===== src/rtl/spi_pkg.sv =====
package spi_pkg;
  // Status/control register bit positions
  localparam int ST_RXF = 7;
  localparam int ST_TXE = 6;
  localparam int ST_DMA = 2;

  typedef enum logic { REG_STAT = 1'b0, REG_DATA = 1'b1 } reg_sel_e;
endpackage


===== src/rtl/spi_rate_gen.sv =====
module spi_rate_gen #(
  parameter int RATE_W = 2,
  parameter int CNT_W  = 7
) (
  input  logic              clk,
  input  logic              rst_n,
  input  logic              run,
  input  logic [RATE_W-1:0] rate,
  output logic              tick
);
  logic [CNT_W-1:0] cnt_q, cnt_d, limit;

  // half period is 4**rate bus clocks
  always_comb begin
    limit = (CNT_W'(1) << {rate, 1'b0}) - CNT_W'(1);
    tick  = run && (cnt_q == limit);
    if (!run || tick) cnt_d = '0;
    else              cnt_d = cnt_q + CNT_W'(1);
  end

  always_ff @(posedge clk or negedge rst_n) begin
    if (!rst_n) cnt_q <= '0;
    else        cnt_q <= cnt_d;
  end
endmodule


===== src/rtl/spi_shift_unit.sv =====
module spi_shift_unit #(
  parameter int DATA_W = 8
) (
  input  logic              clk,
  input  logic              rst_n,
  input  logic              load,
  input  logic [DATA_W-1:0] load_byte,
  input  logic              tick,
  input  logic              miso,
  output logic              busy,
  output logic              sclk,
  output logic              mosi,
  output logic              done,
  output logic [DATA_W-1:0] rx_byte
);
  localparam int EDGES = 2 * DATA_W;
  localparam int EW    = $clog2(EDGES);

  logic              busy_q, busy_d;
  logic              sclk_q, sclk_d;
  logic [EW-1:0]     edge_q, edge_d;
  logic [DATA_W-1:0] tx_q, tx_d;
  logic [DATA_W-1:0] rx_q, rx_d;
  logic              last_edge;

  always_comb begin
    last_edge = (edge_q == EW'(EDGES - 1));
    done      = busy_q && tick && sclk_q && last_edge;
    busy_d    = busy_q;
    sclk_d    = sclk_q;
    edge_d    = edge_q;
    tx_d      = tx_q;
    rx_d      = rx_q;
    if (load) begin
      busy_d = 1'b1;
      sclk_d = 1'b0;
      edge_d = '0;
      tx_d   = load_byte;
    end else if (busy_q && tick) begin
      edge_d = edge_q + EW'(1);
      if (!sclk_q) begin
        sclk_d = 1'b1;
        rx_d   = {rx_q[DATA_W-2:0], miso};
      end else begin
        sclk_d = 1'b0;
        if (last_edge) busy_d = 1'b0;
        else           tx_d   = {tx_q[DATA_W-2:0], 1'b0};
      end
    end
  end

  always_ff @(posedge clk or negedge rst_n) begin
    if (!rst_n) begin
      busy_q <= 1'b0;
      sclk_q <= 1'b0;
      edge_q <= '0;
      tx_q   <= '0;
      rx_q   <= '0;
    end else begin
      busy_q <= busy_d;
      sclk_q <= sclk_d;
      edge_q <= edge_d;
      tx_q   <= tx_d;
      rx_q   <= rx_d;
    end
  end

  assign busy    = busy_q;
  assign sclk    = sclk_q;
  assign mosi    = tx_q[DATA_W-1];
  assign rx_byte = rx_q;
endmodule


===== src/rtl/spi_flag_ctrl.sv =====
module spi_flag_ctrl #(
  parameter int DATA_W = 8
) (
  input  logic              clk,
  input  logic              rst_n,
  input  logic              wr_data,
  input  logic              rd_data,
  input  logic              rd_stat,
  input  logic [DATA_W-1:0] wdata,
  input  logic              dma_mode,
  input  logic              busy,
  input  logic              done,
  input  logic [DATA_W-1:0] rx_byte,
  output logic              load,
  output logic [DATA_W-1:0] load_byte,
  output logic              tx_empty,
  output logic              rx_full,
  output logic [DATA_W-1:0] rx_hold
);
  logic              buf_full_q, buf_full_d;
  logic [DATA_W-1:0] buf_q, buf_d;
  logic              rxf_q, rxf_d;
  logic              armed_q, armed_d;
  logic [DATA_W-1:0] hold_q, hold_d;
  logic              consume;

  always_comb begin
    load    = buf_full_q && !busy;
    consume = rd_data && (dma_mode || armed_q);

    buf_d      = wr_data ? wdata : buf_q;
    buf_full_d = buf_full_q;
    if (wr_data)   buf_full_d = 1'b1;
    else if (load) buf_full_d = 1'b0;

    armed_d = armed_q;
    if (rd_stat && rxf_q) armed_d = 1'b1;
    if (consume)          armed_d = 1'b0;

    rxf_d  = rxf_q;
    hold_d = hold_q;
    if (done) begin
      rxf_d  = 1'b1;
      hold_d = rx_byte;
    end else if (consume) begin
      rxf_d  = 1'b0;
    end
  end

  always_ff @(posedge clk or negedge rst_n) begin
    if (!rst_n) begin
      buf_full_q <= 1'b0;
      buf_q      <= '0;
      rxf_q      <= 1'b0;
      armed_q    <= 1'b0;
      hold_q     <= '0;
    end else begin
      buf_full_q <= buf_full_d;
      buf_q      <= buf_d;
      rxf_q      <= rxf_d;
      armed_q    <= armed_d;
      hold_q     <= hold_d;
    end
  end

  assign load_byte = buf_q;
  assign tx_empty  = !buf_full_q;
  assign rx_full   = rxf_q;
  assign rx_hold   = hold_q;
endmodule


===== src/rtl/spi_master_buf.sv =====
module spi_master_buf #(
  parameter int DATA_W = 8,
  parameter int RATE_W = 2
) (
  input  logic              clk,
  input  logic              rst_n,
  input  logic              cpu_sel,
  input  logic              cpu_wr,
  input  logic              cpu_rd,
  input  logic [DATA_W-1:0] cpu_wdata,
  output logic [DATA_W-1:0] cpu_rdata,
  output logic              tx_empty,
  output logic              rx_full,
  output logic              sclk,
  output logic              mosi,
  input  logic              miso
);
  import spi_pkg::*;

  localparam int CNT_W = 2 * ((1 << RATE_W) - 1) + 1;

  logic [1:0]        rst_sync;
  logic              rst_q;
  logic [RATE_W-1:0] rate_q, rate_d;
  logic              dma_q, dma_d;
  logic              wr_ctrl, wr_data, rd_stat, rd_data;
  logic              tick, busy, done, load;
  logic [DATA_W-1:0] load_byte, rx_byte, rx_hold;
  logic              unused_wbits;

  // asynchronous assert, synchronous release
  always_ff @(posedge clk or negedge rst_n) begin
    if (!rst_n) rst_sync <= 2'b00;
    else        rst_sync <= {rst_sync[0], 1'b1};
  end
  assign rst_q = rst_sync[1];

  always_comb begin
    wr_ctrl = cpu_wr && (cpu_sel == REG_STAT);
    wr_data = cpu_wr && (cpu_sel == REG_DATA);
    rd_stat = cpu_rd && (cpu_sel == REG_STAT);
    rd_data = cpu_rd && (cpu_sel == REG_DATA);
    rate_d  = wr_ctrl ? cpu_wdata[RATE_W-1:0] : rate_q;
    dma_d   = wr_ctrl ? cpu_wdata[ST_DMA]     : dma_q;
  end

  always_ff @(posedge clk or negedge rst_q) begin
    if (!rst_q) begin
      rate_q <= '0;
      dma_q  <= 1'b0;
    end else begin
      rate_q <= rate_d;
      dma_q  <= dma_d;
    end
  end

  assign unused_wbits = ^cpu_wdata;

  spi_rate_gen #(.RATE_W(RATE_W), .CNT_W(CNT_W)) u_rate (
    .clk(clk), .rst_n(rst_q), .run(busy), .rate(rate_q), .tick(tick)
  );

  spi_shift_unit #(.DATA_W(DATA_W)) u_shift (
    .clk(clk), .rst_n(rst_q), .load(load), .load_byte(load_byte),
    .tick(tick), .miso(miso), .busy(busy), .sclk(sclk), .mosi(mosi),
    .done(done), .rx_byte(rx_byte)
  );

  spi_flag_ctrl #(.DATA_W(DATA_W)) u_flags (
    .clk(clk), .rst_n(rst_q), .wr_data(wr_data), .rd_data(rd_data),
    .rd_stat(rd_stat), .wdata(cpu_wdata), .dma_mode(dma_q), .busy(busy),
    .done(done), .rx_byte(rx_byte), .load(load), .load_byte(load_byte),
    .tx_empty(tx_empty), .rx_full(rx_full), .rx_hold(rx_hold)
  );

  always_comb begin
    cpu_rdata = '0;
    if (cpu_sel == REG_DATA) begin
      cpu_rdata = rx_hold;
    end else begin
      cpu_rdata[RATE_W-1:0] = rate_q;
      cpu_rdata[ST_DMA]     = dma_q;
      cpu_rdata[ST_TXE]     = tx_empty;
      cpu_rdata[ST_RXF]     = rx_full;
    end
  end
endmodule


===== config.mk =====
export PLATFORM = sky130hd
export DESIGN_NAME = spi_master_buf
export DESIGN_NICKNAME = d
export VERILOG_FILES = /design/src/rtl/spi_pkg.sv /design/src/rtl/spi_rate_gen.sv /design/src/rtl/spi_shift_unit.sv /design/src/rtl/spi_flag_ctrl.sv /design/src/rtl/spi_master_buf.sv
export SDC_FILE = /design/constraint.sdc
export NUM_CORES = 1
export LEC_CHECK = 0
export ABC_AREA = 1
export BUFFER_PORTS_ARGS = -buffer_cell sky130_fd_sc_hd__buf_2
export CAP_MARGIN = 20
export CORE_AREA = 2 2 89 57
export CTS_CLUSTER_SIZE = 40
export DETAILED_ROUTE_END_ITERATION = 6
export DIE_AREA = 0 0 91 59
export PLACE_DENSITY = 0.84
export SYNTH_ARGS = -nofsm -noshare
export SYNTH_HDL_FRONTEND = slang
export SYNTH_SLANG_ARGS = --single-unit

===== constraint.sdc =====
create_clock -name clk -period 1.86 [get_ports clk]
set_input_delay 0.372 -clock clk [delete_from_list [all_inputs] [get_ports clk]]
set_output_delay 0.372 -clock clk [all_outputs]
set_load 0.02 [all_outputs]

-- Word-level counts from Yosys, hierarchy flattened
Index checks and enable logic that the tools add are counted.
- register bits after elaboration: 53
- output and inout bits: 12
- input port bits: 14
- $add $sub $neg: 3
- reduce and logical (&&, ||, !) cells: 24
- equality and inequality tests: 3
- mux-type cells: 23
- bitwise logic cells: 3
- shift-type cells: 1
- operator list (kind ; number):
    $mux W8 ; 4
    $mux W1 ; 13
    $reduce_bool A2 Y1 ; 6
    $logic_and A1 B1 Y1 ; 11
    $reduce_and A3 Y1 ; 3
    $mux W4 ; 2
    $add A7 B1 Y7 const B ; 1
    $eq A7 B7 Y1 ; 1
    $mux W7 ; 1
    $shl A1 B3 Y7 const A ; 1
    $sub A7 B2 Y7 const B ; 1
    $mux W3 ; 2
    $add A4 B1 Y4 const B ; 1
    $eq A4 B4 Y1 const B ; 1
    $not A1 Y1 ; 3
    $logic_not A1 Y1 ; 2
    $logic_or A1 B1 Y1 ; 2
    $mux W2 ; 1
    $ne A2 B2 Y1 const B ; 1

-- Longest topological paths before layout
Gate-level depths: netlist (run 1).
- depth in word-level cells: 8
- gate-level depth with buffers: 10
- depth with buffers taken out: 10

-- Cells and area by module
Synthesis (run 1) repeated with hierarchy kept, for this count alone.
- cells, all modules: 309
- area, all modules: 2536.2 um^2
- by module, submodules not included (module ; times used ; cells an instance ; area each (um^2)):
    spi_shift_unit ; 1 ; 130 ; 1093.5
    spi_flag_ctrl ; 1 ; 80 ; 744.5
    spi_rate_gen ; 1 ; 54 ; 404.1
    spi_master_buf ; 1 ; 45 ; 294.0

-- Worst setup path after synthesis (run 1)
Ideal clock, no wire load.
- path kind: input to output
- start: input cpu_sel
- end: output cpu_rdata[1]
- slack: 0.430 ns
- cell stages on the path: 2
- path buffers: 1
- arrival time: 1.058 ns
- cell sequence: clkbuf_1 o21ai_0
- cells in the longest elaborated chain, start to end: 1
- ends and longest elaborated chain (element ; line ; RTL):
    start, declared ; spi_master_buf.sv:7 ; input logic cpu_sel,
    $mux W3 ; spi_master_buf.sv:78 ; if (cpu_sel == REG_DATA) begin
    end, declared ; spi_master_buf.sv:11 ; output logic [DATA_W-1:0] cpu_rdata,
No other way between the ends.

-- Worst setup path after layout (run 1)
- start: register rate_q[1]
- end: register u_shift.rx_q[5], in the netlist u_shift.rx_byte[5]
- cells in the longest elaborated chain, start to end: 6
- ends and longest elaborated chain (element ; line ; RTL):
    start, declared ; spi_master_buf.sv:24 ; logic [RATE_W-1:0] rate_q, rate_d;
    start signal, assigned ; spi_master_buf.sv:52 ; rate_q <= rate_d;
    $shl A1 B3 Y7 ; spi_rate_gen.sv:15 ; limit = (CNT_W'(1) << {rate, 1'b0}) - CNT_W'(1);
    $sub A7 B2 Y7 ; spi_rate_gen.sv:15 ;
    $eq A7 B7 Y1 ; spi_rate_gen.sv:16 ; tick = run && (cnt_q == limit);
    $logic_and A1 B1 Y1 ; spi_rate_gen.sv:16 ;
    $logic_and A1 B1 Y1 ; spi_shift_unit.sv:39 ; end else if (busy_q && tick) begin
    $reduce_and A3 Y1 (no source line) ; - ;
    end signal, assigned ; spi_shift_unit.sv:64 ; rx_q <= rx_d;
    end, declared ; spi_shift_unit.sv:23 ; logic [DATA_W-1:0] rx_q, rx_d;
No other way between the ends.
A chain may end at the register's enable or synchronous reset.

==> results of run 1 <==
[cell type report]
| cell class | count | area, um^2 |
|---|---|---|
| Clock inverter | 2 | 13.8 |
| Tap cell | 63 | 78.8 |
| Clock buffer | 6 | 72.6 |
| Multi-Input combinational cell | 197 | 953 |
| Fill cell | 407 | 1760 |
| Timing Repair Buffer | 28 | 163 |
| Inverter | 28 | 105 |
| Sequential cell | 53 | 1330 |
[worst paths after layout]
check	cells after the start	slack, ns	start	end
max	9	0.18	rate_q[1]$_DFFE_PN0P_	u_shift.rx_byte[5]$_DFFE_PN0P_
min	0	0.22	rst_sync[1]$_DFF_PN0_	u_rate.cnt_q[0]$_DFF_PN0_
max reg2reg	9	0.18	rate_q[1]$_DFFE_PN0P_	u_shift.rx_byte[5]$_DFFE_PN0P_
min reg2reg	0	0.22	rst_sync[1]$_DFF_PN0_	u_rate.cnt_q[0]$_DFF_PN0_
max in group asynchronous	1	1.10	rst_sync[1]$_DFF_PN0_	u_flags.rx_hold[2]$_DFFE_PN0P_
min in group clk	2	0.29	cpu_wdata[3]	u_flags.load_byte[3]$_DFFE_PN0P_
[flip-flops by register name, summed over array words and instances, names as in the netlist, 2 cells and up]
name / cells
u_rate.cnt_q: 7
rate_q: 2
u_flags.rx_hold: 8
u_flags.load_byte: 8
rst_sync: 2
u_shift.rx_byte: 8
u_shift.tx_q: 8
u_shift.edge_q: 4
[worst reg2reg max path: stages, from the launching register on]
cell	delay (ns)
dfrtp_1	0.48
inv_2	0.08
o21ai_1	0.11
nand2_1	0.09
nor2_2	0.12
nand3_4	0.15
inv_2	0.20
nand2_2	0.16
nand2_1	0.12
nand2_1	0.06
[cell usage in the layout, fill, tap and decap left out, drive strengths merged, types with 3 or more instances in the layout]
cell / n
a21oi: 3
buf: 27
clkbuf: 6
dfrtp: 53
inv: 28
mux2: 4
nand2: 110
nand3: 28
nor2: 17
o21ai: 21
xor2: 4
[kinds of logic after synthesis]
group / after synthesis
and+or+nand+nor: 158
DFF: 53
buffers and inverters: 34
AOI/OAI and AO/OA: 27
xor gates and xnor gates: 5
muxes: 4
adders and majority gates: 2
other: 1
[metrics by stage]
step / total power [mW] / instance area (um^2) / util [%] / hold WS [ns] / cells
after floorplan: 2.52 / 2430 / - / 0.0764 / 284
after global placement: 2.68 / 2620 / 58.6 / 0.157 / 368
after detailed placement: 2.74 / 2620 / 58.6 / 0.161 / 368
after CTS: 3.38 / 2710 / 60.7 / 0.247 / 377
after global routing: 3.63 / 2710 / 60.7 / 0.278 / 377
final: 3.38 / 2710 / 60.7 / 0.224 / 377
[power by group through the flow]
stage	Clock, mW	Combinational, mW	Sequential [mW]
after floorplan	0	0.847	1.67
after global placement	0	0.984	1.70
after detailed placement	0	1.04	1.70
after CTS	0.660	1.03	1.68
after global routing	0.704	1.19	1.73
final	0.656	1.03	1.69
[routing by layer]
layer | vias to the layer above | GRT usage (%)
met5 | - | 0
met4 | 0 | 6.06
met3 | 4 | 4.58
met2 | 40 | 29.6
met1 | 921 | 26.5
li1 | 948 | -
==> metrics.txt, run 1 <==
status finished, final reports clean; met3 wire len 183 um; die area 0.00537 mm^2; area of the core 0.00447 mm^2; clk sink count 53; Synth Area in Adders 1.03%; CP arrival 1.87 ns; top-area cell type share of the netlist area 54.5%; Met1 Wirelength 2.34 mm; class of the worst hold path flop to async pin; Port Buffers 25; Initial Utilization 54.5%; WL met2 2.07 mm; Seq pwr share 50.1%; final hold viol count 0; Cell Pwr Density 1240 mW/mm^2; Worst Tran Pin Value 0.504 ns; Slew Limit Fails 0; Netlist cell types 30; CP Max Fanout 11; DIE HEIGHT 59 um; net count after synthesis 300; delay-heaviest family, CP simple AND/OR/NAND/NOR gates; worst path buffer plus inverter count 2; Comb power frac 30.5%; # DRC 0; drt total wl 4.63 mm; final HPWL from detailed placement 3.48 mm; Worst Path Required 2.06 ns; crit end category flop; Fin Setup TNS 0 ns; diodes inserted 0; TritonCTS clock tree built; total grt overflow 0; worst vdd ir 0.676 mV; Layout area overhead 11.5%; Max Cap Viol 0; Avg Inst Size Synth 8.57 um^2; ANT nets after route 0; hold_buf cts 1; Yosys top cell by area dfrtp_1; simple-gate share of the synthesized area 28.1%; worst-path cell chain inv_2 -> o21ai_1 -> nand2_1 -> nor2_2 -> nand3_4 -> inv_2 -> nand2_2 -> nand2_1 -> nand2_1; P_int 2.07 mW; initial antenna violation count 0; max layer used met4; Net Sw Power 1.30 mW; final period utilization 90.1%; DR iter-0 viols 137; nets@finish 329; drt wl/cell 12.3 um; number of buffers created by CTS 5; post-synthesis sequential area ratio 54.5%; H-tree Lvls 2; Resized cells post-CTS 0; highest-delay cell along the critical path dfrtp_1; top cells by area, synth dfrtp_1, nand2_1, nand3_1; clock power share 19.4%; Synth Area in Compound Gates 6.22%; Die X 91 um; xor/xnor share of the synthesized area 1.80%; Main synth FF type dfrtp_1; #FFs+latches synth 53; Synth top cells by count nand2_1, dfrtp_1, nand3_1; CP startpoint kind flop; Core Rows 19; fmax 596 MHz; Vias 1913; GPL Wtd Cong 0.830; GR Util All Layers 18.8%; setup slack after layout 0.183 ns; top-count cell post-synth nand2_1; I/O Pins 26; max incr delay on CP 0.48 ns; post-CTS setup buffers 0; Post-synth EDFFs 0; RSZ-0062 raised after global routing no; pre-CTS setup slack 0.223 ns; Slew HR 66.2%; vias per cell 5.07; Clock Latency Late Sink 0.31 ns; static leakage 1.49 nW; mux share of post-synthesis cell area 1.85%; path type of the worst setup path flop to flop; clk root buf clkbuf_8; Final Critical Period 1.68 ns; YS warnings 0; main combinational cell family by area after synthesis simple AND/OR/NAND/NOR gates; largest net degree at the start of global routing 33; CTS Buffer Depth 2; synthesized cell area 0.00243 mm^2; DR pass1 iterations 4; vias in the first global route 1797; Clock transition at path regs 0.11 ns; Switching Share 38.6%; asr flop ratio synth 100%; Mapped Cells 284; final setup skew 0.0144 ns; most used cell, CP nand2_1; first-pass GRT wire length 7.87 mm; share of cells above drive strength 1 17.8%; endpoints failing setup 0
No activity file was read; power rests on OpenSTA's default activity.
==> run 2, diff against run 1 <==
--- a/config.mk
+++ b/config.mk
@@ -8,11 +8,12 @@
 export ABC_AREA = 1
 export BUFFER_PORTS_ARGS = -buffer_cell sky130_fd_sc_hd__buf_2
 export CAP_MARGIN = 20
-export CORE_AREA = 2 2 89 57
+export CORE_AREA = 2 2 91 58
 export CTS_CLUSTER_SIZE = 40
 export DETAILED_ROUTE_END_ITERATION = 6
-export DIE_AREA = 0 0 91 59
+export DIE_AREA = 0 0 93 60
 export PLACE_DENSITY = 0.84
 export SYNTH_ARGS = -nofsm -noshare
 export SYNTH_HDL_FRONTEND = slang
+export SYNTH_HIERARCHICAL = 1
 export SYNTH_SLANG_ARGS = --single-unit
==> constraint.sdc (replaced) <==
create_clock -name clk -period 1.7 [get_ports clk]
set_input_delay 0.34 -clock clk [delete_from_list [all_inputs] [get_ports clk]]
set_output_delay 0.34 -clock clk [all_outputs]
set_load 0.02 [all_outputs]
==> run 2 against run 1 <==
Net effect: the run now ends with negative setup slack left; global-route usage rose by 1.4 points; clock skew fell by 0.0058 ns; die area rose by 3.9%; sequential share of layout area fell by 5.2 points; clock power rose by 6.1%; wire length rose by 9.5%; synthesized cell count rose by 8.8%; maximum frequency fell by 2.8%; highest routed layer unchanged.
==> metrics.txt, run 2 <==
highest-delay cell along the critical path dfrtp_1; asr flop ratio synth 100%; Synth top cells by count nand2_1, dfrtp_1, inv_1; drt total wl 5.07 mm; DR pass1 iterations 4; #FFs+latches synth 53; Worst Path Required 1.96 ns; final period utilization 101%; area of the core 0.00480 mm^2; top cells by area, synth dfrtp_1, nand2_1, inv_1; GR Util All Layers 20.2%; CP arrival 1.98 ns; max incr delay on CP 0.45 ns; setup slack after layout -0.0245 ns; TritonCTS clock tree built; initial antenna violation count 0; Register-to-Register Path Depth 12; Clock transition at path regs 0.09 ns; share of cells above drive strength 1 28.9%; first-pass GRT wire length 8.67 mm; worst-path cell chain o21ai_2 -> nand2_2 -> nor2_2 -> nand2_2 -> nor2_4 -> nand2_4 -> buf_6 -> nor2_4 -> nand2_4 -> nand2_8 -> nand2_2 -> nand2_2; # fillers 438; CP Max Fanout 7; GPL Wtd Cong 0.862; Slew Limit Fails 0; top-area cell type share of the netlist area 52.3%; die area 0.00558 mm^2; final hold viol count 0; drt wl/cell 12.0 um; static leakage 1.70 nW; net count after synthesis 325; H-tree Lvls 2; mux share of post-synthesis cell area 0%; number of buffers created by CTS 5; crit end category flop; Register Area 0.00133 mm^2; Post-synth EDFFs 0; Main synth FF type dfrtp_1; Max Cap Viol 0; diodes inserted 0; Initial Utilization 52.8%; Core Rows 20; Netlist cell types 26; main combinational cell family by area after synthesis simple AND/OR/NAND/NOR gates; Mapped Cells 309; Cell Pwr Density 1430 mW/mm^2; delay-heaviest family, CP simple AND/OR/NAND/NOR gates; final HPWL from detailed placement 3.50 mm; Port Buffers 25; ANT nets after route 0; Synth Area in Adders 0.987%; vias in the first global route 1899; failing checks negative setup slack; synthesized cell area 0.00254 mm^2; start of the worst register-to-register path rate_q[0]$_DFFE_PN0P_; WHS 0.199 ns; most common cell after layout, fill and taps aside nand2_1; xor/xnor share of the synthesized area 1.38%; total grt overflow 0; Final Critical Period 1.72 ns; fmax 580 MHz; Yosys top cell by area dfrtp_1; final setup skew 0.00858 ns; nets@finish 372; top-count cell post-synth nand2_1; vias per cell 4.82; most used cell, CP nand2_2; Total Power 4.34 mW; I/O Pins 26; CP startpoint kind flop; worst vdd ir 0.667 mV; Final Util 63.2%; FF-to-FF End u_shift/tx_q[2]$_DFFE_PN0P_; CTS Buffer Depth 2; simple-gate share of the synthesized area 31.6%; R2R Setup Slk -0.02 ns; commonest cells after routing, fill and taps aside nand2_1, dfrtp_1, inv_1; Layout area overhead 19.7%; worst path buffer plus inverter count 1; YS warnings 6; Fin Setup TNS -0.124 ns; clk sink count 53; path type of the worst setup path flop to flop; Die X 93 um; largest net degree at the start of global routing 36; Synth Area in Compound Gates 4.83%; clk root buf clkbuf_8; post-synthesis sequential area ratio 52.3%; RSZ-0062 raised after global routing yes; endpoints failing setup 7; area occupied by multi-input gates 0.00108 mm^2; DR iter-0 viols 84; DIE HEIGHT 60 um; status finished, violations left; # DRC 0; class of the worst hold path flop to async pin; Clock Latency Late Sink 0.31 ns; Avg Inst Size Synth 8.21 um^2; Vias 2037
-- run 2: how the worst max path moves through the flow --
stage	from	end	slack [ns]	cells past startpoint
after detailed placement	rate_q[1]$_DFFE_PN0P_	u_flags/rx_hold[0]$_DFFE_PN0P_	-0.12	13
after global routing	rate_q[1]$_DFFE_PN0P_	u_shift/tx_q[2]$_DFFE_PN0P_	-0.14	12
final	rate_q[0]$_DFFE_PN0P_	u_shift/tx_q[2]$_DFFE_PN0P_	-0.02	12
after CTS	rate_q[1]$_DFFE_PN0P_	u_flags/rx_hold[0]$_DFFE_PN0P_	-0.003	14
after global placement	rate_q[1]$_DFFE_PN0P_	u_shift/tx_q[2]$_DFFE_PN0P_	-0.07	12
after floorplan	rate_q[1]$_DFFE_PN0P_	u_flags/rx_hold[6]$_DFFE_PN0P_	0.005	13
-- run 2: area by class of cell --
class	instances	area share, %
well taps	66	2.72
inverters	34	4.94
flip-flops and latches	53	43.8
clock inverters	2	0.494
clock buffers	6	2.39
repair buffers	46	9.97
multi-input cells	216	35.7
-- run 2: routing by layer --
metal  part of all wire [%]  GRT usage, %
met1                     48          27.5
met2                     47          33.1
met3                    3.7          4.29
met4                    1.3          6.72
met5                      0             0
-- run 2: report_power, final --
part / internal, mW / switching, mW / leakage, nW / total (mW)
Clock: 0.291 / 0.405 / 0.0374 / 0.696
Combinational: 0.701 / 1.07 / 0.982 / 1.78
Sequential: 1.60 / 0.267 / 0.680 / 1.87
Total: 2.59 / 1.75 / 1.70 / 4.34
-- run 2: repair_timing --
item	CTS	global route
buffers inserted	1	5
hold endpoints to repair	2	0
pin swaps	5	11
hold buffers	1	0
gates resized for setup	15	17
endpoints found under the setup margin	26	27
cloned	1	1
-- run 2: kinds of logic (layout without fill, tap and decap cells) --
logic type	Yosys count	in the layout
buffers and inverters	41	88
XOR/XNOR	4	4
AO/OA/AOI/OAI	17	17
flip-flops	53	53
AND/OR/NAND/NOR	191	192
adder cells (fa/ha/maj)	2	2
other	1	1
-- run 2: metrics by stage --
step,area [um^2],std cells,worst slack (ns)
after floorplan,2540,309,0.00461
after detailed placement,2780,406,-0.118
after global routing,3040,423,-0.143
after global placement,2780,406,-0.0669
final,3040,423,-0.0245
after CTS,2940,417,-0.00342
-- run 2: worst reg2reg max path, cell delays in order, from the launching register on --
cell and delay [ns]:
dfrtp_1 0.45, o21ai_2 0.16, nand2_2 0.07, nor2_2 0.13, nand2_2 0.09, nor2_4 0.10, nand2_4 0.07, buf_6 0.13
nor2_4 0.14, nand2_4 0.11, nand2_8 0.13, nand2_2 0.06, nand2_2 0.06
==> run 3, diff against run 2 <==
--- a/config.mk
+++ b/config.mk
@@ -13,6 +13,7 @@
 export DETAILED_ROUTE_END_ITERATION = 6
 export DIE_AREA = 0 0 93 60
 export PLACE_DENSITY = 0.84
+export RECOVER_POWER = 25
 export SYNTH_ARGS = -nofsm -noshare
 export SYNTH_HDL_FRONTEND = slang
 export SYNTH_HIERARCHICAL = 1
==> run 3 against run 2 <==
Net effect: the flow still finishes with violations (negative setup slack); first-iteration DRC count decreased by 2.4%; clock skew barely moved; wire length is essentially flat; count of clock-buffer cells in the layout stayed put; die area unchanged; hold slack improved by 0.025 ns; sequential share of layout area grew 0.19 points; global-route usage is the same; critical path type unchanged; largest power group unchanged.
==> metrics.txt, run 3 (synthesis gave the netlist of run 2 again) <==
status finished, violations left; failing checks negative setup slack; Total Power 4.33 mW; Met1 Wirelength 2.42 mm; Critical path origin rate_q[0]$_DFFE_PN0P_; Fin Setup TNS -0.117 ns; Non-Filler Instances 423; DIE HEIGHT 60 um; worst vdd ir 0.667 mV; crit end category flop; CP Max Fanout 7; nets@finish 372; Port Buffers 25; min-delay src cpu_wdata[3]; most common cell after layout, fill and taps aside nand2_1; GR Util All Layers 20.2%; clk sink count 53; Worst Tran Pin Value 0.693 ns; I/O Pins 26; fmax 580 MHz; Final Util 62.9%; vias per cell 4.81; WHS 0.224 ns; Cells after DPL 406; Clock Latency Late Sink 0.31 ns; share of cells above drive strength 1 28.0%; TritonCTS clock tree built; CP startpoint kind flop; met3 wire len 185 um; initial antenna violation count 0; max layer used met4; area of the core 0.00480 mm^2; DR iter-0 viols 82; first-pass GRT wire length 8.67 mm; final period utilization 101%; fin area 0.00302 mm^2; setup slack after layout -0.0236 ns; ANT nets after route 0; Die X 93 um; pre-CTS setup slack -0.118 ns; Max Cap Viol 0; Vias 2036; commonest cells after routing, fill and taps aside nand2_1, dfrtp_1, inv_1; CTS Buffer Depth 2; final HPWL from detailed placement 3.50 mm; Cell Pwr Density 1430 mW/mm^2; clk root buf clkbuf_8; start of the worst register-to-register path rate_q[0]$_DFFE_PN0P_; vias in the first global route 1899; die area 0.00558 mm^2; final hold viol count 0; Slew Limit Fails 0; total grt overflow 0; drt wl/cell 12.0 um; static leakage 1.69 nW; Register-to-Register Path Depth 12; final setup skew 0.00859 ns; CP arrival 1.98 ns; endpoints failing setup 7; RSZ-0062 raised after global routing yes; H-tree Lvls 2; largest net degree at the start of global routing 36; class of the worst hold path primary input to flop; Initial Utilization 52.8%; Layout area overhead 19.1%; # DRC 0; Worst Path Required 1.96 ns; drt total wl 5.07 mm; path type of the worst setup path flop to flop; number of buffers created by CTS 5; Slew HR 53.8%; GPL Wtd Cong 0.862; Final Critical Period 1.72 ns; Clock transition at path regs 0.09 ns; Core Rows 20; WHS Path Cells 3; diodes inserted 0; Post-DP Area 0.00278 mm^2; WL met2 2.39 mm; DR pass1 iterations 4
-- run 3: changes by cell type in the layout (fill, tap and decap cells not counted) --
cell and delta:
buf_2 -2, clkbuf_1 +2, buf_12 -1, clkbuf_4 +1
dfrtp_1 +1, dfrtp_2 -1
-- run 3: repair_timing --
action | 4_1_cts | 5_1_grt
pin swaps | 5 | 11
hold buffers | 1 | 0
setup buffers | 1 | 5
gates resized for setup | 15 | 17
hold endpoints to repair | 2 | 0
gates cloned | 1 | 1
endpoints found under the setup margin | 26 | 27
-- run 3: power by group --
part	switching [mW]	internal, mW	total, mW
Clock	0.405	0.291	0.696
Sequential	0.266	1.60	1.87
Combinational	1.07	0.697	1.77
-- run 3: path summary, 6_finish.rpt --
| path | endpoint | slack, ns |
|---|---|---|
| worst max register to register | u_shift/tx_q[2]$_DFFE_PN0P_ | -0.02 |
| min in group asynchronous | u_shift/tx_q[1]$_DFFE_PN0P_ | 0.29 |
| max in group asynchronous | rate_q[1]$_DFFE_PN0P_ | 0.41 |
| worst max-delay path | u_shift/tx_q[2]$_DFFE_PN0P_ | -0.02 |
| worst min-delay path | u_flags/load_byte[3]$_DFFE_PN0P_ | 0.22 |
| worst min register to register | u_shift/tx_q[1]$_DFFE_PN0P_ | 0.29 |
-- run 3: layer usage --
| metal | vias up | GRT usage (%) |
|---|---|---|
| met5 | - | 0 |
| met4 | 0 | 6.72 |
| met3 | 8 | 4.29 |
| met2 | 34 | 33.1 |
| met1 | 965 | 27.5 |
| li1 | 1029 | - |
-- run 3: final cells by class --
cell class,instances,area [um^2]
fill,443,1780
sequential,53,1330
multi-input combinational,216,1080
timing repair buffer,46,288
inverter,34,150
tap,66,82.6
clock buffer,6,72.6
clock inverter,2,15.0
-- run 3: critical path, stage by stage, from the launching register on --
cell	delay, ns
dfrtp_1	0.45
o21ai_2	0.16
nand2_2	0.06
nor2_2	0.13
nand2_2	0.09
nor2_4	0.10
nand2_4	0.07
buf_6	0.13
nor2_4	0.14
nand2_4	0.11
nand2_8	0.12
nand2_2	0.06
nand2_2	0.06
